===== config.mk =====
export PLATFORM = sky130hd
export DESIGN_NAME = alu_flags_unit
export DESIGN_NICKNAME = d
export VERILOG_FILES = /design/src/rtl/alu_pkg.sv /design/src/rtl/alu_operand_prep.sv /design/src/rtl/alu_adder_core.sv /design/src/rtl/alu_flag_gen.sv /design/src/rtl/alu_flags_unit.sv
export SDC_FILE = /design/constraint.sdc
export NUM_CORES = 1
export LEC_CHECK = 0
export ABC_AREA = 1
export BUFFER_PORTS_ARGS = -buffer_cell sky130_fd_sc_hd__buf_2
export CAP_MARGIN = 5
export CORE_MARGIN = 3
export CORE_UTILIZATION = 45
export DETAILED_ROUTE_END_ITERATION = 6
export PLACE_DENSITY = 0.8
export SETUP_SLACK_MARGIN = 0.3
export SYNTH_ARGS = -nofsm -noshare
export SYNTH_HDL_FRONTEND = slang
export SYNTH_HIERARCHICAL = 1
export SYNTH_SLANG_ARGS = --single-unit
export TNS_END_PERCENT = 100

===== constraint.sdc =====
create_clock -name vclk -period 23.2
set_input_delay 2.32 -clock vclk [all_inputs]
set_output_delay 2.32 -clock vclk [all_outputs]
set_load 0.01 [all_outputs]

===== src/rtl/alu_pkg.sv =====
package alu_pkg;
  localparam int NUM_W  = 3;
  localparam int DATA_W = 8 << (NUM_W - 1);
  localparam int NFLAG  = 6;
  localparam int WSEL_W = 2;

  localparam int FL_CARRY = 0;
  localparam int FL_PAR   = 1;
  localparam int FL_AUX   = 2;
  localparam int FL_ZERO  = 3;
  localparam int FL_SIGN  = 4;
  localparam int FL_OVF   = 5;

  typedef enum logic [2:0] {
    OP_ADD = 3'd0, OP_ADC = 3'd1, OP_SUB = 3'd2, OP_SBB = 3'd3,
    OP_INC = 3'd4, OP_DEC = 3'd5, OP_NEG = 3'd6, OP_RSV = 3'd7
  } alu_op_e;

  // Index of the selected width tap, codes beyond the last clamp to it.
  function automatic int wsel_idx(input logic [WSEL_W-1:0] wsel);
    return (int'(wsel) >= NUM_W) ? NUM_W - 1 : int'(wsel);
  endfunction

  function automatic logic [DATA_W-1:0] width_mask(input logic [WSEL_W-1:0] wsel);
    logic [DATA_W-1:0] m;
    m = '0;
    for (int i = 0; i < DATA_W; i++)
      if (i < (8 << wsel_idx(wsel))) m[i] = 1'b1;
    return m;
  endfunction

  function automatic logic is_sub_op(input alu_op_e op);
    return (op == OP_SUB) || (op == OP_SBB) || (op == OP_DEC) || (op == OP_NEG);
  endfunction

  // Carry into every bit position; entry DATA_W is the final carry-out.
  function automatic logic [DATA_W:0] ripple_carries(input logic [DATA_W-1:0] x,
                                                     input logic [DATA_W-1:0] y,
                                                     input logic cin);
    logic [DATA_W:0] c;
    c[0] = cin;
    for (int i = 0; i < DATA_W; i++)
      c[i+1] = (x[i] & y[i]) | (x[i] & c[i]) | (y[i] & c[i]);
    return c;
  endfunction

  function automatic logic even_ones(input logic [7:0] v);
    return ~^v;
  endfunction
endpackage


===== src/rtl/alu_operand_prep.sv =====
module alu_operand_prep
  import alu_pkg::*;
(
  input  logic [2:0]        op_i,
  input  logic [WSEL_W-1:0] wsel_i,
  input  logic [DATA_W-1:0] a_i,
  input  logic [DATA_W-1:0] b_i,
  input  logic              cf_i,
  output logic [DATA_W-1:0] x_o,
  output logic [DATA_W-1:0] y_o,
  output logic              cin_o,
  output logic              sub_o,
  output logic              keep_cf_o
);
  alu_op_e           op;
  logic [DATA_W-1:0] m;

  assign op = alu_op_e'(op_i);
  assign m  = width_mask(wsel_i);

  always_comb begin
    x_o   = a_i & m;
    y_o   = b_i & m;
    cin_o = 1'b0;
    unique case (op)
      OP_ADC: cin_o = cf_i;
      OP_SUB: begin y_o = ~b_i & m; cin_o = 1'b1; end
      OP_SBB: begin y_o = ~b_i & m; cin_o = ~cf_i; end
      OP_INC: begin y_o = '0; cin_o = 1'b1; end
      OP_DEC: begin y_o = m; cin_o = 1'b0; end
      OP_NEG: begin x_o = '0; y_o = ~a_i & m; cin_o = 1'b1; end
      default: ;
    endcase
  end

  assign sub_o     = is_sub_op(op);
  assign keep_cf_o = (op == OP_INC) || (op == OP_DEC);

  // Prepared operands never carry bits above the selected width.
  always_comb begin
    assert_prep_in_width_R9: assert (((x_o | y_o) & ~m) == '0);
  end
endmodule


===== src/rtl/alu_adder_core.sv =====
module alu_adder_core
  import alu_pkg::*;
(
  input  logic [DATA_W-1:0] x_i,
  input  logic [DATA_W-1:0] y_i,
  input  logic              cin_i,
  input  logic [WSEL_W-1:0] wsel_i,
  output logic [DATA_W-1:0] sum_o,
  output logic              c_nib_o,
  output logic              c_top_in_o,
  output logic              c_top_out_o
);
  logic [DATA_W:0] c;
  logic [NUM_W-1:0] tap_in, tap_out;

  assign c     = ripple_carries(x_i, y_i, cin_i);
  assign sum_o = x_i ^ y_i ^ c[DATA_W-1:0];
  assign c_nib_o = c[4];

  for (genvar k = 0; k < NUM_W; k++) begin : g_tap
    localparam int TW = 8 << k;
    assign tap_in[k]  = c[TW-1];
    assign tap_out[k] = c[TW];
  end

  assign c_top_in_o  = tap_in[wsel_idx(wsel_i)];
  assign c_top_out_o = tap_out[wsel_idx(wsel_i)];

  // The carry chain agrees with native addition.
  always_comb begin
    assert_ripple_sum_R1: assert ({c[DATA_W], sum_o} ==
                                  ({1'b0, x_i} + {1'b0, y_i} + {{DATA_W{1'b0}}, cin_i}));
  end
endmodule


===== src/rtl/alu_flag_gen.sv =====
module alu_flag_gen
  import alu_pkg::*;
(
  input  logic [DATA_W-1:0] sum_i,
  input  logic [WSEL_W-1:0] wsel_i,
  input  logic              c_nib_i,
  input  logic              c_top_in_i,
  input  logic              c_top_out_i,
  input  logic              sub_i,
  input  logic              keep_cf_i,
  input  logic              cf_i,
  output logic [DATA_W-1:0] res_o,
  output logic [NFLAG-1:0]  flags_o,
  output logic [NFLAG-1:0]  upd_o
);
  logic [NUM_W-1:0] msb_tap;
  logic             carry_raw;

  assign res_o = sum_i & width_mask(wsel_i);

  for (genvar k = 0; k < NUM_W; k++) begin : g_msb
    assign msb_tap[k] = res_o[(8 << k) - 1];
  end

  assign carry_raw = c_top_out_i ^ sub_i;

  always_comb begin
    flags_o           = '0;
    flags_o[FL_CARRY] = keep_cf_i ? cf_i : carry_raw;
    flags_o[FL_PAR]   = even_ones(res_o[7:0]);
    flags_o[FL_AUX]   = c_nib_i ^ sub_i;
    flags_o[FL_ZERO]  = (res_o == '0);
    flags_o[FL_SIGN]  = msb_tap[wsel_idx(wsel_i)];
    flags_o[FL_OVF]   = c_top_out_i ^ c_top_in_i;
    upd_o             = '1;
    upd_o[FL_CARRY]   = ~keep_cf_i;
  end

  // A negative result is never zero.
  always_comb begin
    assert_sign_zero_excl_R7: assert (!(flags_o[FL_SIGN] && flags_o[FL_ZERO]));
  end
endmodule


===== src/rtl/alu_flags_unit.sv =====
module alu_flags_unit
  import alu_pkg::*;
(
  input  logic [2:0]        op_i,
  input  logic [1:0]        wsel_i,
  input  logic [31:0]       a_i,
  input  logic [31:0]       b_i,
  input  logic              cf_i,
  output logic [31:0]       result_o,
  output logic [5:0]        flags_o,
  output logic [5:0]        upd_o
);
  logic [DATA_W-1:0] x, y, sum;
  logic cin, sub_m, keep_cf, c_nib, c_top_in, c_top_out;

  alu_operand_prep i_prep (
    .op_i(op_i), .wsel_i(wsel_i), .a_i(a_i), .b_i(b_i), .cf_i(cf_i),
    .x_o(x), .y_o(y), .cin_o(cin), .sub_o(sub_m), .keep_cf_o(keep_cf)
  );

  alu_adder_core i_add (
    .x_i(x), .y_i(y), .cin_i(cin), .wsel_i(wsel_i), .sum_o(sum),
    .c_nib_o(c_nib), .c_top_in_o(c_top_in), .c_top_out_o(c_top_out)
  );

  alu_flag_gen i_flags (
    .sum_i(sum), .wsel_i(wsel_i), .c_nib_i(c_nib), .c_top_in_i(c_top_in),
    .c_top_out_i(c_top_out), .sub_i(sub_m), .keep_cf_i(keep_cf), .cf_i(cf_i),
    .res_o(result_o), .flags_o(flags_o), .upd_o(upd_o)
  );

  // Port-level checks against the operands seen from outside.
  logic [DATA_W-1:0] wm;
  logic a_top, b_top, r_top, a_nz;
  alu_op_e op_e;
  assign op_e  = alu_op_e'(op_i);
  assign wm    = width_mask(wsel_i);
  assign a_top = |(a_i & wm & ~(wm >> 1));
  assign b_top = |(b_i & wm & ~(wm >> 1));
  assign r_top = |(result_o & wm & ~(wm >> 1));
  assign a_nz  = |(a_i & wm);

  always_comb begin
    assert_upper_zero_R9: assert ((result_o & ~wm) == '0);
    if (op_e == OP_INC || op_e == OP_DEC)
      assert_carry_kept_R4: assert (flags_o[FL_CARRY] == cf_i && !upd_o[FL_CARRY]);
    if (op_e == OP_NEG)
      assert_neg_carry_R5: assert (flags_o[FL_CARRY] == a_nz);
    if (op_e == OP_ADD && flags_o[FL_OVF])
      assert_add_overflow_R3: assert (a_top == b_top && r_top != a_top);
    if (op_e == OP_SUB && flags_o[FL_OVF])
      assert_sub_overflow_R3: assert (a_top != b_top && r_top != a_top);
  end
endmodule


### After elaboration in Yosys (flattened, before gate mapping)

Index checks and enable logic that the tools add are counted.
W data, S select, Z words.

* input bits: 70
* output and inout bits: 44
* register bits after elaboration: 0
* word-level logic and storage cells: 269

* multiplexer cells: 46
* magnitude comparators: 34
* bitwise gates (word level): 174
* shift-type cells: 1
* equality and inequality tests: 6
* reduce and logical (&&, ||, !) cells: 8

Operator list (number)
* $lt A6 B32 Y1 const A: 16
* $lt A5 B32 Y1 const A: 8
* $and A32 B32 Y32: 5
* $lt A4 B32 Y1 const A: 4
* $pmux W32 S4: 1
* $and A1 B1 Y1: 96
* $lt A3 B32 Y1 const A: 2
* $not A32 Y32: 2
* $or A1 B1 Y1: 64
* $xor A32 B32 Y32: 2
* $mux W1: 39
* $logic_not A32 Y1: 1
* $lt A1 B32 Y1 const A: 1
* $lt A2 B32 Y1 const A: 1
* $lt A32 B4 Y1 const B: 1
* $mux W32: 1
* $shl A4 B32 Y32 const A: 1
* $eq A3 B3 Y1 const B: 3
* $reduce_xnor A8 Y1: 1
* $bmux W1 S2: 3
* $eq A3 B2 Y1 const B: 2
* $logic_or A1 B1 Y1: 4
* $eq A3 B1 Y1 const B: 1
* $pmux W1 S3: 1
* 6 further kinds: 9

### Depth between registers and ports, before layout

Gate-level depths: netlist of run 1.

* depth in word-level cells: 108
* gate-level depth with buffers: 47
* gate-level depth less buffers: 45

### Hierarchy

Netlist of run 1, hierarchy kept.

Modules (own cells, without submodules)
* alu_operand_prep: cells an instance 347, times used 1, area each 1481.4 sq um, seq. area each 0.0 sq um
* alu_adder_core: cells an instance 53, times used 1, area each 721.9 sq um, seq. area each 0.0 sq um
* alu_flag_gen: cells an instance 113, times used 1, area each 554.3 sq um, seq. area each 0.0 sq um

### Worst setup path after synthesis of run 1

OpenSTA, ideal clock, no wires.

* path kind: input to output
* from: input port op_i[2]
* to: output port flags_o[3]
* slack: 5054 ps
* data required time: 20880 ps
* cell stages on the path: 47
* data arrival time: 15826 ps
* path buffers: 2
* path through: buf_4 -> nand2_1 -> nand2_1 -> buf_2 -> nand2_1 -> nand3_1 -> nand2_1 -> nand2_1 -> inv_1 -> fa_1 -> inv_1 -> fa_1 -> fa_1 -> fa_1 -> fa_1 -> fa_1 -> fa_1 -> fa_1 -> [11 not listed] -> fa_1 -> fa_1 -> fa_1 -> fa_1 -> fa_1 -> fa_1 -> fa_1 -> fa_1 -> fa_1 -> fa_1 -> fa_1 -> fa_1 -> fa_1 -> o21ai_0 -> nand2_1 -> nor2_1 -> nand2_1 -> nor2_1

* longest elaborated chain between the ends: 99
* elaborated cells on any way between the ends: 170
* classes of those cells: eq/ne (6); mux (3); bitwise (158); reduce/logical (3)

Ends and longest elaborated chain
* start: declaration: line alu_flags_unit.sv:4 `input logic [2:0] op_i,`
* $eq A3 B2 Y1: line alu_operand_prep.sv:25 `unique case (op)`
* $reduce_or A2 Y1 (no source line)
* $pmux W32 S4 (*): line alu_operand_prep.sv:25
* via y[0]: line alu_flags_unit.sv:13 `logic [DATA_W-1:0] x, y, sum;`
* $and A1 B1 Y1: line alu_pkg.sv:43 `c[i+1] = (x[i] & y[i]) | (x[i] & c[i]) | (y[i] & c[i]);`
* $or A1 B1 Y1: line alu_pkg.sv:43
* $or A1 B1 Y1 (*): line alu_pkg.sv:43
* $and A1 B1 Y1: line alu_pkg.sv:43
* [8 not listed]
* via c_nib: line alu_flags_unit.sv:14 `logic cin, sub_m, keep_cf, c_nib, c_top_in, c_top_out;`
* [77 not listed]
* $or A1 B1 Y1 (*): line alu_pkg.sv:43
* $and A1 B1 Y1: line alu_pkg.sv:43
* $or A1 B1 Y1: line alu_pkg.sv:43
* $or A1 B1 Y1 (*): line alu_pkg.sv:43
* $xor A32 B32 Y32 (*): line alu_adder_core.sv:17 `assign sum_o = x_i ^ y_i ^ c[DATA_W-1:0];`
* via sum[31]: line alu_flags_unit.sv:13
* $and A32 B32 Y32 (*): line alu_flag_gen.sv:19 `assign res_o = sum_i & width_mask(wsel_i);`
* $logic_not A32 Y1 (*): line alu_flag_gen.sv:32 `flags_o[FL_ZERO] = (res_o == '0);`
* end: declaration: line alu_flags_unit.sv:10 `output logic [5:0] flags_o,`

Mark *: on every way through the listed nets, which the timed path passes. The rest lies on a longest branch.

### Worst setup path after layout of run 1

Ends and elaborated chain as after synthesis.

==> results of run 1 <==
==> placed cells by master, fill, tap and decap left out, drive strengths merged <==
cell,n
a21oi,14
buf,110
clkinv,1
conb,5
fa,32
ha,4
inv,116
nand2,191
nand3,46
nand3b,2
nand4,12
nor2,35
nor3,7
o211ai,1
o21ai,8
xnor2,4
xor2,3
==> final timing paths <==
path	cells after the start	to	start
worst max-delay path	47	flags_o[3]	op_i[2]
worst min-delay path	4	flags_o[0]	cf_i
==> cell usage after synthesis (all sizes together) <==
master  count
nor3        7
nand2     191
a21oi      14
xnor2       4
o211ai      1
conb        1
buf        23
nand4      12
nand3      46
nor2       35
o21ai       8
fa         32
nand3b      2
inv       116
clkinv      1
clkbuf     13
ha          4
xor2        3
==> routing by layer <==
layer	wire length (µm)	vias to the layer above	track usage (%)	share of wire, %
met5	0	-	0	0
met4	201	0	5.41	2.4
met3	582	25	2.06	7.0
met2	4140	147	43.0	50
li1	-	1650	-	-
met1	3430	1478	29.8	41
==> where the power goes <==
group / total (mW) / switching (mW) / internal [mW]
logic: 0.120 / 0.0708 / 0.0493
registers: 0 / 0 / 0
clock network: 0 / 0 / 0
==> kinds of logic after synthesis <==
logic type / after synthesis / share of synthesized area (%)
xor+xnor: 7 / 2.22
other cells: 1 / 0.136
fa+ha+maj: 36 / 25.0
compound gates: 23 / 4.27
simple gates: 293 / 44.6
buf+inv: 153 / 23.8
==> metrics by stage <==
| step | cell area, µm² | total power [mW] | worst slack [ns] | hold WS [ns] | utilization (%) |
|---|---|---|---|---|---|
| global route | 3200 | 0.135 | 2.66 | 5.03 | 56.1 |
| CTS | 3200 | 0.120 | 3.39 | 5.02 | 56.1 |
| global placement | 3200 | 0.116 | 3.79 | 5.01 | 56.1 |
| detailed placement | 3200 | 0.120 | 3.40 | 5.02 | 56.1 |
| finish | 3200 | 0.120 | 3.31 | 5.02 | 56.1 |
| floorplan | 2770 | 0.0816 | 5.05 | 4.75 | - |
==> tightest hold or removal path: stages <==
cell	delay [ns]
buf_2	0.10
nand2_1	0.05
o21ai_0	0.09
buf_2	0.14
==> area by class of cell <==
class	instances	area share, %
timing repair buffer	110	17.3
tap	72	2.81
multi-input combinational	364	66.2
inverter	117	13.7
==> results_dict.tcl, run 1 <==
set metrics [dict create \
    synthToLayoutAreaGrowth_pct 16.1 \
    ir_drop_mv 0.0273 \
    ys_warn_count 6 \
    finish.net_count 699 \
    cpMostUsedCell "fa_1" \
    holdBufCountCts 0 \
    place_hpwl_mm 7.02 \
    start_util_pct 48.3 \
    n_sequential_cell 0 \
    synth_cell_types 24 \
    synth.avg_cell_area_um2 5.38 \
    setup_viol_count_final 0 \
    antennaDiodeCount 0 \
    drv_cap 0 \
    grt_pass1_vias 3238 \
    synth_top_area_share_pct 25.7 \
    wl_per_cell_um 12.6 \
    slew_headroom_pct 49.5 \
    dp.cells 663 \
    syn-instance-count 513 \
    syn-cell-area_um2 2760 \
    io_buffers 109 \
    p_leak_nw 2.29 \
    die_height_um 84.3 \
    crit_buf_inv 4 \
    drt_first_pass_iters 4 \
    cp_slowest_cell "nand2_1" \
    n_fill_cell 603 \
    viasPerCell 4.98 \
    pwr_density_cell_nw_per_um2 37.5 \
    tightest_slew_ns 0.755 \
    yosysSeqAreaShare_pct 0 \
    cp_data_arrival_time_ns 17.57 \
    synth_top_cell_by_area "nand2_1" \
    instances_no_fill 663 \
    grt_usage_pct 23.5 \
    postRouteAntennaNets 0 \
    cts_resized 0 \
    seqCellArea_um2 0 \
    worstSetupStartpointType "input pin" \
    drive_gt1_share_pct 21.2 \
    grt_pass1_wl_mm 14.3 \
    multiInputGateArea_um2 2120 \
    worstSetupPathType "input pin to primary output" \
    nClkBuffers 0 \
    slew_viol_final 0 \
    drtIter0Drc 187 \
    slowest_delay_ns 0.54 \
    critPathTopFamily "adder cells" \
    hold_class "input pin to primary output" \
    hold_viol 0 \
    worstPathRequired_ns 20.88 \
    fmax_ghz 0.0503 \
    antenna_found_initial 0 \
    fp-row-count 27 \
    rsz0062_at_grt "false" \
    crit_path_end_kind "primary output" \
    wl_mm 8.35 \
    route.detailed.drc 0 \
    gp_congestion 0.891 \
    ioPinCount 114 \
    final.period_utilization_pct 85.7 \
    fin_tns_setup_ns 0 \
    core-area_um2 5710 \
    outcome "finished, final reports clean" \
    grt_max_degree 39 \
    synth_area_leaders "nand2_1 (26%), fa_1 (23%), inv_1 (15%), nand3_1 (8.3%), nor2_1 (3.9%)" \
    die_x_um 84.3 \
    post-cts-setup-buffers 0 \
    vias 3300 \
    overflow 0 \
    dieArea_um2 7100 \
    post-route-min-period_ns 19.89 \
    crit_path_max_fanout 38 \
]
Note: power is estimated with default switching activity, not from simulation.
==> run 2, diff against run 1 <==
Settings changed: PLACE_DENSITY 0.8 to default, PLACE_DENSITY_LB_ADDON from default to 0.08.
==> results_dict.tcl, run 2 (synthesis gave the netlist of run 1 again) <==
set metrics [dict create \
    ioPinCount 114 \
    viasPerCell 4.85 \
    wl_per_cell_um 12.3 \
    dieArea_um2 7100 \
    postRouteAntennaNets 0 \
    die_height_um 84.3 \
    grt_max_degree 39 \
    slew_viol_final 0 \
    nClkBuffers 0 \
    min-delay-start "cf_i" \
    grt_pass1_vias 3047 \
    antenna_found_initial 0 \
    post-route-min-period_ns 19.88 \
    p_leak_nw 2.29 \
    gp_congestion 0.850 \
    instances_no_fill 663 \
    final_common_cell "nand2_1" \
    crit_start "op_i[2]" \
    slew_headroom_pct 44.8 \
    setup_viol_count_final 0 \
    post-cts-setup-buffers 0 \
    tightest_slew_ns 0.827 \
    seqCellArea_um2 0 \
    finish.net_count 699 \
    whs_ns 4.98 \
    crit_path_end_kind "primary output" \
    slowest_delay_ns 0.55 \
    route.detailed.drc 0 \
    crit_path_max_fanout 38 \
    pwr_density_cell_nw_per_um2 36.7 \
    grt_usage_pct 22.9 \
    worstSetupPathType "input pin to primary output" \
    place_hpwl_mm 6.82 \
    synthToLayoutAreaGrowth_pct 16.1 \
    overflow 0 \
    rsz0062_at_grt "false" \
    n_sequential_cell 0 \
    worstPathRequired_ns 20.88 \
    grt_pass1_wl_mm 13.9 \
    drv_cap 0 \
    fmax_ghz 0.0503 \
    outcome "finished, final reports clean" \
    die_x_um 84.3 \
    hold_viol 0 \
    total_power_mw 0.118 \
    final_cell_mix "nand2_1 (189), inv_1 (110), buf_2 (109)" \
    core-area_um2 5710 \
    cp_data_arrival_time_ns 17.56 \
    ir_drop_mv 0.0272 \
    io_buffers 109 \
    wl_mm 8.13 \
    dp.cells 663 \
    n_fill_cell 607 \
    start_util_pct 48.3 \
    antennaDiodeCount 0 \
    drive_gt1_share_pct 21.2 \
    drtIter0Drc 142 \
    fin_tns_setup_ns 0 \
    fp-row-count 27 \
    cp_slowest_cell "buf_2" \
    cts_resized 0 \
    vias 3216 \
    cpMostUsedCell "fa_1" \
    final.period_utilization_pct 85.7 \
    worstSetupStartpointType "input pin" \
    drt_first_pass_iters 5 \
    hold_class "input pin to primary output" \
    holdBufCountCts 0 \
]
-- run 2: cell counts in the layout (fill, tap and decap cells not counted) --
No cell type changed its count.
-- run 2: where the power goes --
part | leakage, nW | internal, mW | switching (mW)
combinational | 2.29 | 0.0490 | 0.0685
clock | 0 | 0 | 0
sequential | 0 | 0 | 0
-- run 2: metal layers --
metal	GRT usage (%)	part of all wire [%]	vias to the layer above
met5	0	0	-
met4	2.63	1.1	0
met3	1.96	6.0	10
met2	41.0	48	111
met1	30.7	45	1448
li1	-	-	1647
-- run 2: area by class of cell --
| type | instances | area, µm² | share of cell area (%) |
|---|---|---|---|
| Multi-Input combinational cell | 364 | 2120 | 66.2 |
| Timing Repair Buffer | 110 | 553 | 17.3 |
| Inverter | 117 | 439 | 13.7 |
| Tap cell | 72 | 90.1 | 2.81 |
-- run 2: critical path: cells and delay by family --
kind / cells / cell delay [ns]
buffers and inverters: 5 / 1.01
and+or+nand+nor: 8 / 1.34
AOI/OAI and AO/OA: 1 / 0.17
adders and majority gates: 32 / 12.70
-- run 2: per-stage QoR --
| step | utilization (%) | worst slack (ns) | instance area [µm²] |
|---|---|---|---|
| floorplan | - | 5.05 | 2770 |
| global placement | 56.1 | 3.69 | 3200 |
| detailed placement | 56.1 | 3.33 | 3200 |
| CTS | 56.1 | 3.34 | 3200 |
| global route | 56.1 | 2.50 | 3200 |
| finish | 56.1 | 3.32 | 3200 |
-- run 2: worst paths after layout --
kind                     end  slack, ns  depth (start not counted)
setup / recovery  flags_o[3]       3.32                         46
hold / removal    flags_o[0]       4.98                          4
